**config.mk**
```make
export PLATFORM = sky130hd
export DESIGN_NAME = link_poller
export DESIGN_NICKNAME = d
export VERILOG_FILES = /design/src/rtl/link_poller.sv
export SDC_FILE = /design/constraint.sdc
export NUM_CORES = 1
export LEC_CHECK = 0
export BUFFER_PORTS_ARGS = -buffer_cell sky130_fd_sc_hd__buf_4
export CAP_MARGIN = 15
export CORE_MARGIN = 1.5
export CORE_UTILIZATION = 40
export DETAILED_ROUTE_END_ITERATION = 8
export PLACE_DENSITY = 0.82
export SYNTH_ARGS = -nofsm -noshare
export SYNTH_HDL_FRONTEND = slang
export SYNTH_SLANG_ARGS = --single-unit
```
**constraint.sdc**
```tcl
create_clock -name clk -period 3.2 [get_ports clk]
set_input_delay 0 -clock clk [delete_from_list [all_inputs] [get_ports clk]]
set_output_delay 0 -clock clk [all_outputs]
set_load 0.02 [all_outputs]
```
**src/rtl/link_poller.sv**
```systemverilog
module link_poller #(
  parameter int NPORTS    = 8,
  parameter int AW        = 5,
  parameter int EXT_FIRST = 4,
  localparam int PW = (NPORTS > 1) ? $clog2(NPORTS) : 1
) (
  input  logic                 clk,
  input  logic                 rst_n,
  input  logic                 start,
  input  logic                 poll_req,
  input  logic [NPORTS-1:0]    port_en,
  input  logic [NPORTS-1:0]    port_bypass,
  input  logic [2*NPORTS-1:0]  force_spd,
  input  logic [NPORTS-1:0]    force_fdx,
  input  logic [AW*NPORTS-1:0] phy_addr,
  output logic                 mreq_valid,
  output logic                 mreq_ext,
  output logic [AW-1:0]        mreq_phy,
  output logic [4:0]           mreq_reg,
  input  logic                 mrsp_valid,
  input  logic [15:0]          mrsp_data,
  output logic                 wr_en,
  output logic                 wr_ovr,
  output logic [PW-1:0]        wr_port,
  output logic [7:0]           wr_data,
  output logic [NPORTS-1:0]    link_up,
  output logic                 busy,
  output logic                 done
);

  typedef enum logic [2:0] {S_IDLE, S_CHK, S_REQ, S_WAIT, S_WO, S_WT, S_DONE} st_t;
  typedef enum logic [1:0] {PH_INIT, PH_BYP, PH_POLL} ph_t;

  st_t             state, nxt_state;
  ph_t             phase, nxt_phase;
  logic [PW-1:0]   port, nxt_port;
  logic [2:0]      step;
  logic [NPORTS-1:0] link;
  logic [7:0]      ovr_q, tc_q;
  logic [15:0]     bmsr_q, adv_q, c1k_q;
  logic [1:0]      spd_q, res_spd;
  logic            fdx_q, res_fdx;
  logic [15:0]     media;
  logic            gig, last;

  function automatic logic [7:0] ovr_up(input logic [1:0] spd, input logic fdx);
    logic [7:0] v;
    v = 8'h41;
    if (spd == 2'd2) v = v | 8'h08;
    else if (spd == 2'd1) v = v | 8'h04;
    v[1] = fdx;
    return v;
  endfunction

  assign media = adv_q & mrsp_data;
  assign gig   = (c1k_q[9] | c1k_q[8]) & (mrsp_data[11] | mrsp_data[10]);

  always_comb begin
    if (media[8])      begin res_spd = 2'd1; res_fdx = 1'b1; end
    else if (media[7]) begin res_spd = 2'd1; res_fdx = 1'b0; end
    else if (media[6]) begin res_spd = 2'd0; res_fdx = 1'b1; end
    else               begin res_spd = 2'd0; res_fdx = 1'b0; end
  end

  always_comb begin
    last      = (port == PW'(NPORTS - 1));
    nxt_port  = last ? '0 : port + 1'b1;
    nxt_phase = phase;
    if (last) nxt_phase = (phase == PH_INIT) ? PH_BYP : PH_POLL;
    nxt_state = (last && phase == PH_POLL) ? S_DONE : S_CHK;
  end

  always_comb begin
    case (step)
      3'd0, 3'd1: mreq_reg = 5'd1;
      3'd2:       mreq_reg = 5'd4;
      3'd3:       mreq_reg = 5'd5;
      3'd4:       mreq_reg = 5'd9;
      default:    mreq_reg = 5'd10;
    endcase
  end

  always_ff @(posedge clk or negedge rst_n) begin
    if (!rst_n) begin
      state <= S_IDLE; phase <= PH_INIT; port <= '0; step <= '0; link <= '0;
      ovr_q <= '0; tc_q <= '0; bmsr_q <= '0; adv_q <= '0; c1k_q <= '0;
      spd_q <= '0; fdx_q <= 1'b0;
    end else begin
      case (state)
        S_IDLE: begin
          if (start) begin
            link <= '0; phase <= PH_INIT; port <= '0; state <= S_CHK;
          end else if (poll_req) begin
            phase <= PH_POLL; port <= '0; state <= S_CHK;
          end
        end
        S_CHK: begin
          if (phase == PH_INIT) begin
            ovr_q <= 8'h40; tc_q <= 8'h03; state <= S_WO;
          end else if (phase == PH_BYP) begin
            if (port_en[port] && port_bypass[port]) begin
              ovr_q <= ovr_up(force_spd[2*port +: 2], force_fdx[port]);
              tc_q <= 8'h00; state <= S_WO;
            end else begin
              port <= nxt_port; phase <= nxt_phase; state <= nxt_state;
            end
          end else begin
            if (port_en[port] && !port_bypass[port]) begin
              step <= 3'd0; state <= S_REQ;
            end else begin
              port <= nxt_port; phase <= nxt_phase; state <= nxt_state;
            end
          end
        end
        S_REQ: state <= S_WAIT;
        S_WAIT: begin
          if (mrsp_valid) begin
            case (step)
              3'd0: begin step <= 3'd1; state <= S_REQ; end
              3'd1: begin
                bmsr_q <= mrsp_data;
                if (mrsp_data == 16'hFFFF || mrsp_data[2] == link[port]) begin
                  port <= nxt_port; phase <= nxt_phase; state <= nxt_state;
                end else begin
                  link[port] <= mrsp_data[2];
                  if (!mrsp_data[2]) begin
                    ovr_q <= 8'h40; tc_q <= 8'h03; state <= S_WO;
                  end else begin
                    step <= 3'd2; state <= S_REQ;
                  end
                end
              end
              3'd2: begin adv_q <= mrsp_data; step <= 3'd3; state <= S_REQ; end
              3'd3: begin
                if (bmsr_q[8]) begin
                  spd_q <= res_spd; fdx_q <= res_fdx; step <= 3'd4; state <= S_REQ;
                end else begin
                  ovr_q <= ovr_up(res_spd, res_fdx); tc_q <= 8'h00; state <= S_WO;
                end
              end
              3'd4: begin c1k_q <= mrsp_data; step <= 3'd5; state <= S_REQ; end
              default: begin
                ovr_q <= gig ? ovr_up(2'd2, mrsp_data[11]) : ovr_up(spd_q, fdx_q);
                tc_q <= 8'h00; state <= S_WO;
              end
            endcase
          end
        end
        S_WO: state <= S_WT;
        S_WT: begin port <= nxt_port; phase <= nxt_phase; state <= nxt_state; end
        default: state <= S_IDLE;
      endcase
    end
  end

  assign mreq_valid = (state == S_REQ);
  assign mreq_ext   = (int'(port) >= EXT_FIRST);
  assign mreq_phy   = phy_addr[int'(port)*AW +: AW];
  assign wr_en      = (state == S_WO) || (state == S_WT);
  assign wr_ovr     = (state == S_WO);
  assign wr_port    = port;
  assign wr_data    = (state == S_WO) ? ovr_q : tc_q;
  assign link_up    = link;
  assign busy       = (state != S_IDLE);
  assign done       = (state == S_DONE);

  assert_req_single_R11: assert property (@(posedge clk) disable iff (!rst_n)
    mreq_valid |=> !mreq_valid);

  assert_tc_follows_ovr_R9: assert property (@(posedge clk) disable iff (!rst_n)
    (wr_en && !wr_ovr) |-> ($past(wr_en) && $past(wr_ovr) && $past(wr_port) == wr_port));

  assert_tc_open_needs_link_R9: assert property (@(posedge clk) disable iff (!rst_n)
    (wr_en && !wr_ovr && wr_data == 8'h00) |-> ($past(wr_data[0]) && $past(wr_data[6])));

  assert_link_rise_on_rsp_R5: assert property (@(posedge clk) disable iff (!rst_n)
    ((link_up & ~$past(link_up)) != '0) |-> $past(mrsp_valid));

  assert_done_pulse_R12: assert property (@(posedge clk) disable iff (!rst_n)
    done |=> !done);

endmodule

```
=== Word-level counts from Yosys, hierarchy flattened ===
Index checks and enable logic that the tools add are counted.

* $add $sub $neg: 1
* $lt $le $gt $ge: 3
* Reduce and logical (&&, ||, !) cells: 25
* Bitwise operators: 4
* Eq/ne operators: 41
* Shifts and indexed selects: 2
* $mul: 1
* Div/mod/pow operators: 0
* Multiplexer cells: 93

{| class="wikitable"
|+ Operators with widths
! cell !! number
|-
| $mux W8 || 19
|-
| $mux W3 || 31
|-
| $pmux W8 S2 || 3
|-
| $pmux W8 S3 || 2
|-
| $shiftx A40 B7 Y5 || 1
|-
| $ne A3 B3 Y1 const B || 10
|-
| $mux W2 || 12
|-
| $ne A2 B2 Y1 const B || 9
|-
| $pmux W3 S6 || 1
|-
| $eq A16 B16 Y1 const B || 1
|-
| $mux W4 || 4
|-
| $pmux W4 S4 || 1
|-
| $reduce_and A8 Y1 || 2
|-
| $shiftx A16 B5 Y2 || 1
|-
| $eq A3 B3 Y1 const B || 5
|-
| $pmux W3 S5 || 1
|-
| $bmux W1 S3 || 4
|-
| $eq A3 B2 Y1 const B || 4
|-
| $pmux W3 S4 || 1
|-
| $and A9 B9 Y9 || 1
|-
| $mux W1 || 9
|-
| $pmux W3 S3 || 1
|-
| $reduce_and A3 Y1 || 3
|-
| $reduce_and A9 Y1 || 1
|-
| other kinds (29) || 43
|}

* Output and inout port bits: 35
* Memory bits (writable): 0
* Latch bits: 0
* Input bits: 101
* ROM bits: 0
* Word-level logic and storage cells: 182
* Memories kept: 0
* Bits in registers: 66

=== Depth between registers and ports, before layout ===
* Depth after elaboration: 10
* Depth in mapped cells: 9

=== Least setup slack after synthesis ===
Ideal clock, no wire load.

* Kind: flip-flop to flip-flop
* Start point: register port[1] (netlist: wr_port[1])
* End point: register port[0] (netlist: wr_port[0])
* Setup time: 125 ps
* Stages on the path, launching flop included: 8
* Arrival: 2436 ps
* Slack: 639 ps
* Cells stage by stage: dfrtp_1 buf_6 mux4_2 mux2i_1 nor3_1 a221o_1 a21oi_4 mux2_2

* Longest elaborated chain between the ends: 6
* Elaborated cells on any way between the ends: 25

{| class="wikitable"
|+ Ends and longest elaborated chain
! what !! RTL line !! source
|-
| from (decl) || 36 || <nowiki>logic [PW-1:0] port, nxt_port;</nowiki>
|-
| from (signal assigned) || 105 || <nowiki>port <= nxt_port; phase <= nxt_phase; state <= nxt_state;</nowiki>
|-
| from (signal assigned) || 111 || <nowiki>port <= nxt_port; phase <= nxt_phase; state <= nxt_state;</nowiki>
|-
| from (signal assigned) || 123 || <nowiki>port <= nxt_port; phase <= nxt_phase; state <= nxt_state;</nowiki>
|-
| $bmux W1 S3, or another cell as far along || 122 || <nowiki>if (mrsp_data == 16'hFFFF || mrsp_data[2] == link[port]) begin</nowiki>
|-
| $mux W1 (not written as such), or another cell as far along || 122 ||
|-
| $eq A1 B1 Y1, or another cell as far along || 122 ||
|-
| $logic_or A1 B1 Y1, or another cell as far along || 122 ||
|-
| $ne A2 B2 Y1 (no source line), or another cell as far along || -- ||
|-
| $reduce_and A8 Y1 (no source line) or $pmux W3 S4 (tied branches) || -- ||
|}

Parallel ways exist; a longest one is shown, timed or not. The select of a mux whose other input is x is not followed.
A chain may end at the register's enable or synchronous reset.

=== Final worst setup path ===
* Start point: register port[0] (netlist: wr_port[0])
* End point: register link[3] (netlist: link_up[3])

* Longest elaborated chain between the ends: 9
* Elaborated cells on any way between the ends: 16

{| class="wikitable"
|+ Ends and longest elaborated chain
! what !! RTL line !! source
|-
| $lt A3 B4 Y1 (not written as such) or $ge A3 B1 Y1 (tied branches) || 125 || <nowiki>link[port] <= mrsp_data[2];</nowiki>
|-
| $logic_and A1 B1 Y1 (not written as such) || 125 ||
|-
| $mux W1 (not written as such) || 125 ||
|-
| $demux W1 S3 || 125 ||
|-
| $bwmux W8 || 125 ||
|-
| $mux W8 || 122 ||
|-
| $mux W8 || 118 || <nowiki>case (step)</nowiki>
|-
| $mux W8 || 117 || <nowiki>if (mrsp_valid) begin</nowiki>
|-
| $pmux W8 S2 || 89 || <nowiki>case (state)</nowiki>
|-
| to (signal, indexed assignment) || 125 ||
|-
| to (decl) || 38 || <nowiki>logic [NPORTS-1:0] link;</nowiki>
|}

Parallel ways exist; a longest one is shown, timed or not. The select of a mux whose other input is x is not followed.

==> impl_metrics.yaml <==
outcome:
  status: "complete, no violations"
detailed_routing:
  drt_pass1_iterations: 4
  viasPerCell: 5.83
  wirelength_mm: 10.1
  via_count: 3385
  drc: 0
  drt.antenna.violating_nets: 0
  wl_per_cell_microns: 17.3
  drtIter0Drc: 280
final_layout:
  fin_util: 0.603
  stdcell_area_sq_um: 4170
  drive_above_1_share: 0.384
  antenna_cells: 0
  layout_common_cells: "144 x buf_4, 36 x o21ai_0, 33 x nor2_1, 33 x dfrtp_1, 30 x nand2_1"
  num-nets-final: 587
  layout_commonest_cell: "buf_4"
  area_delta_synth_final_pct: 42.8
  fill_cells: 652
floorplan:
  io_pins: 136
  fp.dieH_microns: 88.4
  rows: 30
  design.core.area_sq_um: 6910
  chipWidth_microns: 88.4
  dieArea_sq_um: 7820
  floorplan.initialDensity: 0.422
global_routing:
  top_usage_layer: "met2"
  grt-ovfl-total: 0
  grt_use_met2: 0.427
  grtUsageMet3: 0.0476
  grt_pass1_wl_mm: 16.0
  grt_max_degree: 34
  antenna_found_initial: 0
  grtUsageMet1: 0.351
  grt.total_usage: 0.264
  grt_pass1_vias: 3320
pwr:
  power_leakage_nw: 1.91
  pwr_density_cell_nw_per_um2: 675
  vdd_ir_drop_max_mv: 0.269
place:
  gp_congestion: 1.01
  dpl_cell_area_sq_um: 3990
  io_buffers: 131
  dp_hpwl_mm: 7.83
synthesis:
  ys_seq_area_frac: 0.283
  synth_warnings: 0
  postSynth.asyncResetShare: 1.00
  synth_cell_types: 59
  syn-instance-count: 356
  synth-edff-count: 0
  netlist_area_sq_um: 2920
  ys.flop_type: "dfrtp_1"
  syn_avg_cell_area_sq_um: 8.20
  ys_ff_latch: 33
sta:
  post-route-period-util: 0.845
  rsz0062_at_grt: "false"
  worst_pin_slew_ns: 0.634
  hold_viol_final: 0
  post-route-min-period_ns: 2.70
  fmax_mhz: 370
  fin_skew_ns: 0.00461
  setup_viol: 0
  slew_violations: 0
  tns_ns: 0
  relSlewSlack: 0.577
clock_tree:
  clk-insertion-delay-late_ns: 0.29
  cts_setup_buffers: 0
  ctsResizeCount: 0
  cts_sinks: 33
  clk_pin_slew_ns: 0.07
  htreeDepth: 2
  cts_tree: "yes"
  cts_hold_buf: 6
  cts_buffers: 5
  clock_path_buffers: 2
  cts_root_buffer: "clkbuf_8"
job:
  drv_cap: 0
critical_path:
  critical_path_class: "reg -> reg"
  start_kind: "flip-flop"
  worstPathArrival_ns: 2.89
  endpoint_kind: "flip-flop"
  required_ns: 3.39
  critPathMaxFanout: 11
  ff2ff_setup_slack_ns: 0.50
worst_hold_path:
  hp-class: "in -> reg"
## layer usage
layer	part of all wire	wire length, microns	up-vias
met2	0.48	4790	171
met5	0	0	-
met4	0.028	277	0
li1	-	-	1592
met3	0.075	753	31
met1	0.42	4240	1591
## worst max-delay path, stage by stage (launching register included)
cell,delay (ns)
dfrtp_1,0.56
mux4_1,0.66
mux2i_4,0.22
mux2i_1,0.14
buf_4,0.19
a22oi_1,0.51
o21ai_0,0.21
o31ai_1,0.11
## kinds of logic after synthesis
group,synth area share
mux,0.175
fa+ha+maj,0.00857
buf+inv,0.0609
simple gates,0.214
compound gates,0.254
xor+xnor,0.00300
other cells,0.00129
flops,0.283
## power breakdown
group / leakage (nW) / total (W) / internal [W] / switching, W
combinational: 1.41 / 0.00174 / 0.000767 / 0.000972
clock: 0.0574 / 0.000417 / 0.000253 / 0.000164
sequential: 0.434 / 0.000655 / 0.000513 / 0.000141
total: 1.91 / 0.00281 / 0.00153 / 0.00128
## Yosys cell counts, types with 2 or more instances
cell      count  share of area
a211oi_1      3         0.0077
a21boi_0      2         0.0051
a21oi_1      18          0.031
a221o_1       6          0.021
a221oi_1      5          0.015
a22oi_1       6          0.015
a31oi_1       7          0.015
a32oi_1       2         0.0060
and2_1        6          0.013
and3_1        2         0.0043
buf_1         3         0.0039
buf_4         4          0.010
clkbuf_1     23          0.030
dfrtp_1      33           0.28
ha_1          2         0.0086
inv_1         9          0.012
mux2_2       20          0.077
mux2i_1      12          0.041
mux4_1        2          0.018
mux4_2        4          0.031
nand2_1      30          0.039
nand2b_1      4         0.0086
nand3_1      13          0.022
nand4_1       5          0.011
nor2_1       33          0.042
nor2b_1       8          0.017
nor3_1        9          0.015
nor3b_1       2         0.0051
nor4_1        3         0.0064
o211ai_1      3         0.0077
o21ai_0      36          0.062
o22ai_1       4         0.0086
o31ai_1       5          0.013
or2_2         4         0.0086
or3b_2        3         0.0090
or4_1         2         0.0051
## flip-flops by register name, summed over array words and instances, names as in the netlist, 2 cells and up
name / flops
state: 3
link_up: 8
ovr_q: 5
step: 3
c1k_q: 2
wr_port: 3
adv_q: 3
phase: 2
## final cells by class
class	instances	area, sq um	area share
multi-input combinational	285	1930	0.462
sequential	33	826	0.198
inverter	9	33.8	0.00811
tap	96	120	0.0288
clock buffer	6	82.6	0.0198
timing repair buffer	150	1140	0.274
clock inverter	2	37.5	0.00901
## through the flow
stage               cells  hold slack [ns]  power [W]  setup slack [ns]
CTS                   581            0.132    0.00280             0.544
detailed placement    567          -0.0194    0.00237             0.577
floorplan             359           -0.296    0.00180             0.639
finish                581            0.138    0.00281             0.497
global route          581            0.154    0.00301             0.253
global placement      567          -0.0282    0.00234             0.636
## final timing paths
kind,from,end,cells after the start
setup / recovery,wr_port[0],link_up[3],7
hold / removal,mrsp_data[2],link_up[3],3
setup reg to reg,wr_port[0],link_up[3],7
hold reg to reg,ovr_q[6],ovr_q[6],1
max in group asynchronous,rst_n,wr_port[2],2
min in group asynchronous,rst_n,state[0],2
(Power assumes the default switching activity.)
